<file path="src/rtl/atten_prog_pkg.sv">
`timescale 1ns/1ps
package atten_prog_pkg;

    typedef enum logic [2:0] {
        ST_IDLE,
        ST_BIT_LOW,
        ST_BIT_HIGH,
        ST_LATCH_SETUP,
        ST_LATCH_PULSE,
        ST_FINISH
    } prog_state_t;

    // Convert a duration to whole system cycles, rounded up, at least one.
    function automatic int ps_to_cycles(input int dur_ps, input int clk_ps);
        int c;
        c = (dur_ps + clk_ps - 1) / clk_ps;
        if (c < 1) c = 1;
        return c;
    endfunction

    function automatic int max_of(input int a, input int b);
        return (a > b) ? a : b;
    endfunction

endpackage

</file>
<file path="src/rtl/atten_word_builder.sv">
`timescale 1ns/1ps
module atten_word_builder #(
    parameter int REQ_W = 6,
    localparam int WORD_W = REQ_W + 2
) (
    input  logic [REQ_W-1:0]  req_steps,
    output logic [WORD_W-1:0] word
);
    // Half-dB count times two gives quarter-dB units: bit 0 unused, top bit free.
    assign word[0]        = 1'b0;
    assign word[WORD_W-1] = 1'b0;

    for (genvar i = 0; i < REQ_W; i++) begin : g_map
        assign word[i+1] = req_steps[i];
    end
endmodule

</file>
<file path="src/rtl/atten_phase_timer.sv">
`timescale 1ns/1ps
module atten_phase_timer #(
    parameter int CNT_W = 4
) (
    input  logic             clk,
    input  logic             rst_n,
    input  logic             load,
    input  logic [CNT_W-1:0] load_val,
    output logic             expired
);
    logic [CNT_W-1:0] cnt_q;

    always_ff @(posedge clk or negedge rst_n) begin
        if (!rst_n) begin
            cnt_q <= '0;
        end else if (load) begin
            cnt_q <= load_val;
        end else if (cnt_q != '0) begin
            cnt_q <= cnt_q - 1'b1;
        end
    end

    assign expired = (cnt_q == '0);
endmodule

</file>
<file path="src/rtl/atten_bit_shifter.sv">
`timescale 1ns/1ps
module atten_bit_shifter #(
    parameter int WORD_W = 8,
    localparam int IDX_W = $clog2(WORD_W)
) (
    input  logic              clk,
    input  logic              rst_n,
    input  logic              load,
    input  logic              shift,
    input  logic [WORD_W-1:0] word_in,
    output logic              cur_bit,
    output logic              last_bit
);
    logic [WORD_W-1:0] sreg_q;
    logic [IDX_W-1:0]  idx_q;

    always_ff @(posedge clk or negedge rst_n) begin
        if (!rst_n) begin
            sreg_q <= '0;
            idx_q  <= '0;
        end else if (load) begin
            sreg_q <= word_in;
            idx_q  <= '0;
        end else if (shift) begin
            sreg_q <= {1'b0, sreg_q[WORD_W-1:1]};
            idx_q  <= idx_q + 1'b1;
        end
    end

    assign cur_bit  = sreg_q[0];
    assign last_bit = (idx_q == IDX_W'(WORD_W - 1));
endmodule

</file>
<file path="src/rtl/atten_prog_fsm.sv">
`timescale 1ns/1ps
module atten_prog_fsm
    import atten_prog_pkg::*;
#(
    parameter int CNT_W    = 4,
    parameter int HIGH_CYC = 7,
    parameter int LOW_CYC  = 7,
    parameter int LSU_CYC  = 2,
    parameter int LEW_CYC  = 4
) (
    input  logic             clk,
    input  logic             rst_n,
    input  logic             start,
    input  logic             timer_expired,
    input  logic             last_bit,
    output logic             timer_load,
    output logic [CNT_W-1:0] timer_val,
    output logic             word_load,
    output logic             word_shift,
    output logic             data_en,
    output logic             sclk,
    output logic             latch,
    output logic             busy,
    output logic             done
);
    localparam logic [CNT_W-1:0] HIGH_LD = CNT_W'(HIGH_CYC - 1);
    localparam logic [CNT_W-1:0] LOW_LD  = CNT_W'(LOW_CYC - 1);
    localparam logic [CNT_W-1:0] LSU_LD  = CNT_W'(LSU_CYC - 1);
    localparam logic [CNT_W-1:0] LEW_LD  = CNT_W'(LEW_CYC - 1);

    prog_state_t state_q, state_d;

    // Next state and datapath controls.
    always_comb begin
        state_d    = state_q;
        timer_load = 1'b0;
        timer_val  = '0;
        word_load  = 1'b0;
        word_shift = 1'b0;
        unique case (state_q)
            ST_IDLE: begin
                if (start) begin
                    state_d    = ST_BIT_LOW;
                    timer_load = 1'b1;
                    timer_val  = LOW_LD;
                    word_load  = 1'b1;
                end
            end
            ST_BIT_LOW: begin
                if (timer_expired) begin
                    state_d    = ST_BIT_HIGH;
                    timer_load = 1'b1;
                    timer_val  = HIGH_LD;
                end
            end
            ST_BIT_HIGH: begin
                if (timer_expired) begin
                    timer_load = 1'b1;
                    if (last_bit) begin
                        state_d   = ST_LATCH_SETUP;
                        timer_val = LSU_LD;
                    end else begin
                        state_d    = ST_BIT_LOW;
                        timer_val  = LOW_LD;
                        word_shift = 1'b1;
                    end
                end
            end
            ST_LATCH_SETUP: begin
                if (timer_expired) begin
                    state_d    = ST_LATCH_PULSE;
                    timer_load = 1'b1;
                    timer_val  = LEW_LD;
                end
            end
            ST_LATCH_PULSE: begin
                if (timer_expired) begin
                    state_d = ST_FINISH;
                end
            end
            ST_FINISH: begin
                state_d = ST_IDLE;
            end
            default: begin
                state_d = ST_IDLE;
            end
        endcase
    end

    // State register.
    always_ff @(posedge clk or negedge rst_n) begin
        if (!rst_n) begin
            state_q <= ST_IDLE;
        end else begin
            state_q <= state_d;
        end
    end

    // Output decode (Moore).
    always_comb begin
        data_en = 1'b0;
        sclk    = 1'b0;
        latch   = 1'b0;
        busy    = 1'b1;
        done    = 1'b0;
        unique case (state_q)
            ST_IDLE:        busy = 1'b0;
            ST_BIT_LOW:     data_en = 1'b1;
            ST_BIT_HIGH:    begin data_en = 1'b1; sclk = 1'b1; end
            ST_LATCH_SETUP: data_en = 1'b1;
            ST_LATCH_PULSE: latch = 1'b1;
            ST_FINISH:      done = 1'b1;
            default:        busy = 1'b0;
        endcase
    end
endmodule

</file>
<file path="src/rtl/atten_serial_prog.sv">
`timescale 1ns/1ps
module atten_serial_prog
    import atten_prog_pkg::*;
#(
    parameter int REQ_W          = 6,
    parameter int SYS_CLK_PS     = 8000,
    parameter int SCLK_HIGH_PS   = 50000,
    parameter int SCLK_LOW_PS    = 50000,
    parameter int DATA_SETUP_PS  = 10000,
    parameter int DATA_HOLD_PS   = 10000,
    parameter int LATCH_SETUP_PS = 10000,
    parameter int LATCH_WIDTH_PS = 30000
) (
    input  logic             clk,
    input  logic             rst_n,
    input  logic             start,
    input  logic [REQ_W-1:0] atten_req,
    output logic             atten_sdata,
    output logic             atten_sclk,
    output logic             atten_latch,
    output logic             serial_sel,
    output logic             busy,
    output logic             done
);
    localparam int WORD_W   = REQ_W + 2;
    localparam int HIGH_CYC = ps_to_cycles(max_of(SCLK_HIGH_PS, DATA_HOLD_PS), SYS_CLK_PS);
    localparam int LOW_CYC  = ps_to_cycles(max_of(SCLK_LOW_PS, DATA_SETUP_PS), SYS_CLK_PS);
    localparam int LSU_CYC  = ps_to_cycles(LATCH_SETUP_PS, SYS_CLK_PS);
    localparam int LEW_CYC  = ps_to_cycles(LATCH_WIDTH_PS, SYS_CLK_PS);
    localparam int MAX_CYC  = max_of(max_of(HIGH_CYC, LOW_CYC), max_of(LSU_CYC, LEW_CYC));
    localparam int CNT_W    = $clog2(MAX_CYC + 1);

    logic [WORD_W-1:0] word;
    logic [CNT_W-1:0]  timer_val;
    logic timer_load, timer_expired;
    logic word_load, word_shift, cur_bit, last_bit, data_en;

    atten_word_builder #(.REQ_W(REQ_W)) u_word (
        .req_steps (atten_req),
        .word      (word)
    );

    atten_phase_timer #(.CNT_W(CNT_W)) u_timer (
        .clk      (clk),
        .rst_n    (rst_n),
        .load     (timer_load),
        .load_val (timer_val),
        .expired  (timer_expired)
    );

    atten_bit_shifter #(.WORD_W(WORD_W)) u_shift (
        .clk      (clk),
        .rst_n    (rst_n),
        .load     (word_load),
        .shift    (word_shift),
        .word_in  (word),
        .cur_bit  (cur_bit),
        .last_bit (last_bit)
    );

    atten_prog_fsm #(
        .CNT_W    (CNT_W),
        .HIGH_CYC (HIGH_CYC),
        .LOW_CYC  (LOW_CYC),
        .LSU_CYC  (LSU_CYC),
        .LEW_CYC  (LEW_CYC)
    ) u_fsm (
        .clk           (clk),
        .rst_n         (rst_n),
        .start         (start),
        .timer_expired (timer_expired),
        .last_bit      (last_bit),
        .timer_load    (timer_load),
        .timer_val     (timer_val),
        .word_load     (word_load),
        .word_shift    (word_shift),
        .data_en       (data_en),
        .sclk          (atten_sclk),
        .latch         (atten_latch),
        .busy          (busy),
        .done          (done)
    );

    assign atten_sdata = data_en & cur_bit;
    assign serial_sel  = 1'b1;
endmodule

</file>
<file path="config.mk">
export PLATFORM = sky130hd
export DESIGN_NAME = atten_serial_prog
export DESIGN_NICKNAME = d
export VERILOG_FILES = /design/src/rtl/atten_prog_pkg.sv /design/src/rtl/atten_word_builder.sv /design/src/rtl/atten_phase_timer.sv /design/src/rtl/atten_bit_shifter.sv /design/src/rtl/atten_prog_fsm.sv /design/src/rtl/atten_serial_prog.sv
export SDC_FILE = /design/constraint.sdc
export NUM_CORES = 1
export LEC_CHECK = 0
export ABC_CLOCK_PERIOD_IN_PS = 2150
export BUFFER_PORTS_ARGS = -buffer_cell sky130_fd_sc_hd__buf_2
export CORE_MARGIN = 3
export CORE_UTILIZATION = 45
export CTS_BUF_LIST = sky130_fd_sc_hd__clkbuf_8
export DETAILED_ROUTE_END_ITERATION = 16
export HOLD_SLACK_MARGIN = 0.1
export PLACE_DENSITY = 0.66
export SYNTH_ARGS = -nofsm -noshare
export SYNTH_HDL_FRONTEND = slang
export SYNTH_SLANG_ARGS = --single-unit
</file>
<file path="constraint.sdc">
create_clock -name clk -period 2.15 [get_ports clk]
set_clock_uncertainty 0.1 [all_clocks]
set_input_delay 0.215 -clock clk [delete_from_list [all_inputs] [get_ports clk]]
set_output_delay 0.215 -clock clk [all_outputs]
set_load 0.005 [all_outputs]
</file>
==> metrics.cfg <==
[min_path]
holdPathStages = 3
hp-class = primary input to register
hp-start = atten_req[0]
holdPathEnd = u_shift.sreg_q[1]

[synth]
synth_top_area_share_pct = 44.82
syn_inst = 105
synth-main-ff-cell = dfrtp_1
synth-async-reset-ratio_pct = 100.0
post_synth.cell_area_avg_um2 = 8.508
netlist_top_cells_area = dfrtp_1 45%, nand2_1 8.4%, ha_1 5.6%
netlist_area_um2 = 893.4
ys_ff_latch = 16
synth_nets = 118
synth-seq-area-share_pct = 44.82
synth-edff-count = 0
yosysWarnings = 0
yosysTopAreaCell = dfrtp_1
synth_cell_type_count = 28
synth_common_cells = 20 x nand2_1, 16 x dfrtp_1, 10 x nand3_1
synth.most_common_cell = nand2_1

[global_routing]
grt_pass1_vias = 682
grt_pass1_wl_um = 3174
use_met2_pct = 24.35
busiest_layer = met2
grt_max_degree = 17
grt.overflow.total = 0
grt_usage_pct = 16.44
grt_use_met1_pct = 23.57
grt_use_met3_pct = 3.858
antenna_found_initial = 0

[power]
pwr-share-seq_pct = 37.9
power_frac_comb_pct = 41.8
switching_share_pct = 36.32
peakVddDrop_uv = 516.0
internal_power_uw = 827.0
clockPowerShare_pct = 20.3
p_sw_uw = 471.7
p_leak_nw = 0.5269
p_per_area_mw_per_mm2 = 1179

[floorplan]
die_w_um = 50.56
start_util_pct = 49.58
fp-row-count = 15
io_pins = 15
core_mm2 = 0.001802
die-area_mm2 = 0.002556
dieHeight_um = 50.56

[route]
first_pass_iters = 4
drc = 0
wire_per_inst_um = 12.09
vias_per_cell = 5.233
drtAntennaViolNets = 0
detail_route.wirelength_um = 1813
drt_iter0_markers = 14
via_count = 785

[sta]
rsz0062_at_grt = false
hold_viol_final = 0
fmax_ghz = 0.5043
fin_setup_tns_ns = 0
min_period_ns = 1.983
setup_ws_ns = 0.1670
finalSetupViolCount = 0
fin_crit_sh_pct = 92.23
finalMaxSlewViolations = 0

[clock_tree]
cts.path.max_buffers = 2
cts_resized = 0
cts_tree = done
path_clk_slew_ns = 0.06
cts_sinks = 16
root_buffer = clkbuf_8
ctsHtreeMaxLevel = 1
insertion_delay_ns = 0.25
cts-buffers-inserted = 3
cts_setup_buffers = 0

[run_status]
status = finished clean

[setup_path]
startpoint_type = register
end_kind = register
critPathKind = register to register
timing.rr.end = u_timer.cnt_q[2]
cp_max_fo = 5
cp.arrival_ns = 2.05
ff2ff_path_depth = 5
cp.required_ns = 2.22
r2r_start = u_shift.idx_q[0]
r2r_slack_ns = 0.17

[place]
place_ws_ns = 0.1819
dp_hpwl_um = 1249
portBuffers = 13
gp_congestion = 0.7955

[flow_run]
drv_cap = 0

[cells_and_area]
area_growth_pct = 23.25
drive_gt1_share_pct = 20.00
nets = 139
num_antenna_cells = 0

## through the flow
step | std cells | util [%] | area [um^2] | power [mW] | hold WS, ns
floorplan | 105 | - | 893.4 | 0.8841 | -0.1806
global placement | 140 | 54.72 | 985.9 | 1.011 | 0.05092
detailed placement | 140 | 54.72 | 985.9 | 1.029 | 0.04702
CTS | 150 | 61.11 | 1101 | 1.303 | 0.1137
global route | 150 | 61.11 | 1101 | 1.413 | 0.1331
finish | 150 | 61.11 | 1101 | 1.299 | 0.1129
## sequential cells by signal, indices dropped and copies added (netlist names)
register        count
u_shift.idx_q       3
u_shift.sreg_q      7
u_timer.cnt_q       3
u_fsm.state_q       3
## cells in the final DEF (no fill, tap or decap)
cell / n
nand2_1: 20
dfrtp_1: 16
buf_2: 13
nand3_1: 10
a21oi_1: 9
nor2_1: 7
dlygate4sd3_1: 6
inv_1: 5
a31oi_1: 4
ha_1: 4
clkbuf_8: 4
buf_4: 4
nor3_1: 3
nand2b_1: 2
or3_1: 2
o21ai_0: 2
xnor2_1: 2
or3b_4: 1
nor3b_1: 1
nor3_4: 1
and3_1: 1
or4b_2: 1
nor2b_1: 1
o31ai_1: 1
nor4_1: 1
mux2i_1: 1
o21bai_1: 1
a31o_2: 1
conb_1: 1
## final cells by class
cell class | instances | area [um^2]
fillers | 172 | 700.7
multi-input cells | 77 | 440.4
flip-flops and latches | 16 | 400.4
repair buffers | 23 | 155.1
clock buffers | 4 | 55.05
well taps | 25 | 31.28
inverters | 5 | 18.77
## routing by layer
layer  routed length [um]  part of all wire, %  up-vias
li1                     -                    -      396
met1                  888                   49      362
met5                    0                    0        -
met2                  806                   44       25
met4                   14                 0.77        0
met3                  103                  5.7        2
## worst max-delay path, stage by stage, from the launching register on
cell and delay [ns]:
dfrtp_1 0.39, ha_1 0.21, ha_1 0.25, or4b_2 0.65, a31oi_1 0.18, o21bai_1 0.13
## cells by family (layout without fill, tap and decap cells)
| logic type | Yosys count | count (layout) | share of synthesized area [%] |
|---|---|---|---|
| mux | 1 | 1 | 1.120 |
| simple gates | 51 | 51 | 28.57 |
| flops | 16 | 16 | 44.82 |
| other cells | 1 | 1 | 0.4198 |
| xor+xnor | 2 | 2 | 1.961 |
| fa+ha+maj | 4 | 4 | 5.602 |
| compound gates | 18 | 18 | 11.62 |
| buf+inv | 12 | 32 | 5.882 |
## timing repair
item | in CTS | in global routing
endpoints found under the setup margin | 0 | 0
hold endpoints to repair | 21 | 0
hold buffers | 6 | 0
## worst max-delay path by stage
stage	to	from	slack, ns	cells after the start
2_1_floorplan	u_timer.cnt_q[2]	u_shift.idx_q[0]	0.26	5
5_1_grt	u_shift.sreg_q[2]	u_timer.cnt_q[0]	0.07	7
3_5_place_dp	u_timer.cnt_q[2]	u_shift.idx_q[0]	0.18	5
6_report	u_timer.cnt_q[2]	u_shift.idx_q[0]	0.17	5
4_1_cts	u_timer.cnt_q[2]	u_shift.idx_q[0]	0.17	5
3_3_place_gp	u_timer.cnt_q[2]	u_shift.idx_q[0]	0.22	5
## power groups by stage
stage | clock network [mW] | logic, mW | registers (mW)
floorplan | 0 | 0.402 | 0.482
CTS | 0.268 | 0.546 | 0.489
detailed placement | 0 | 0.535 | 0.494
global placement | 0 | 0.521 | 0.490
global route | 0.281 | 0.627 | 0.506
finish | 0.264 | 0.543 | 0.492
(Power assumes the default switching activity.)
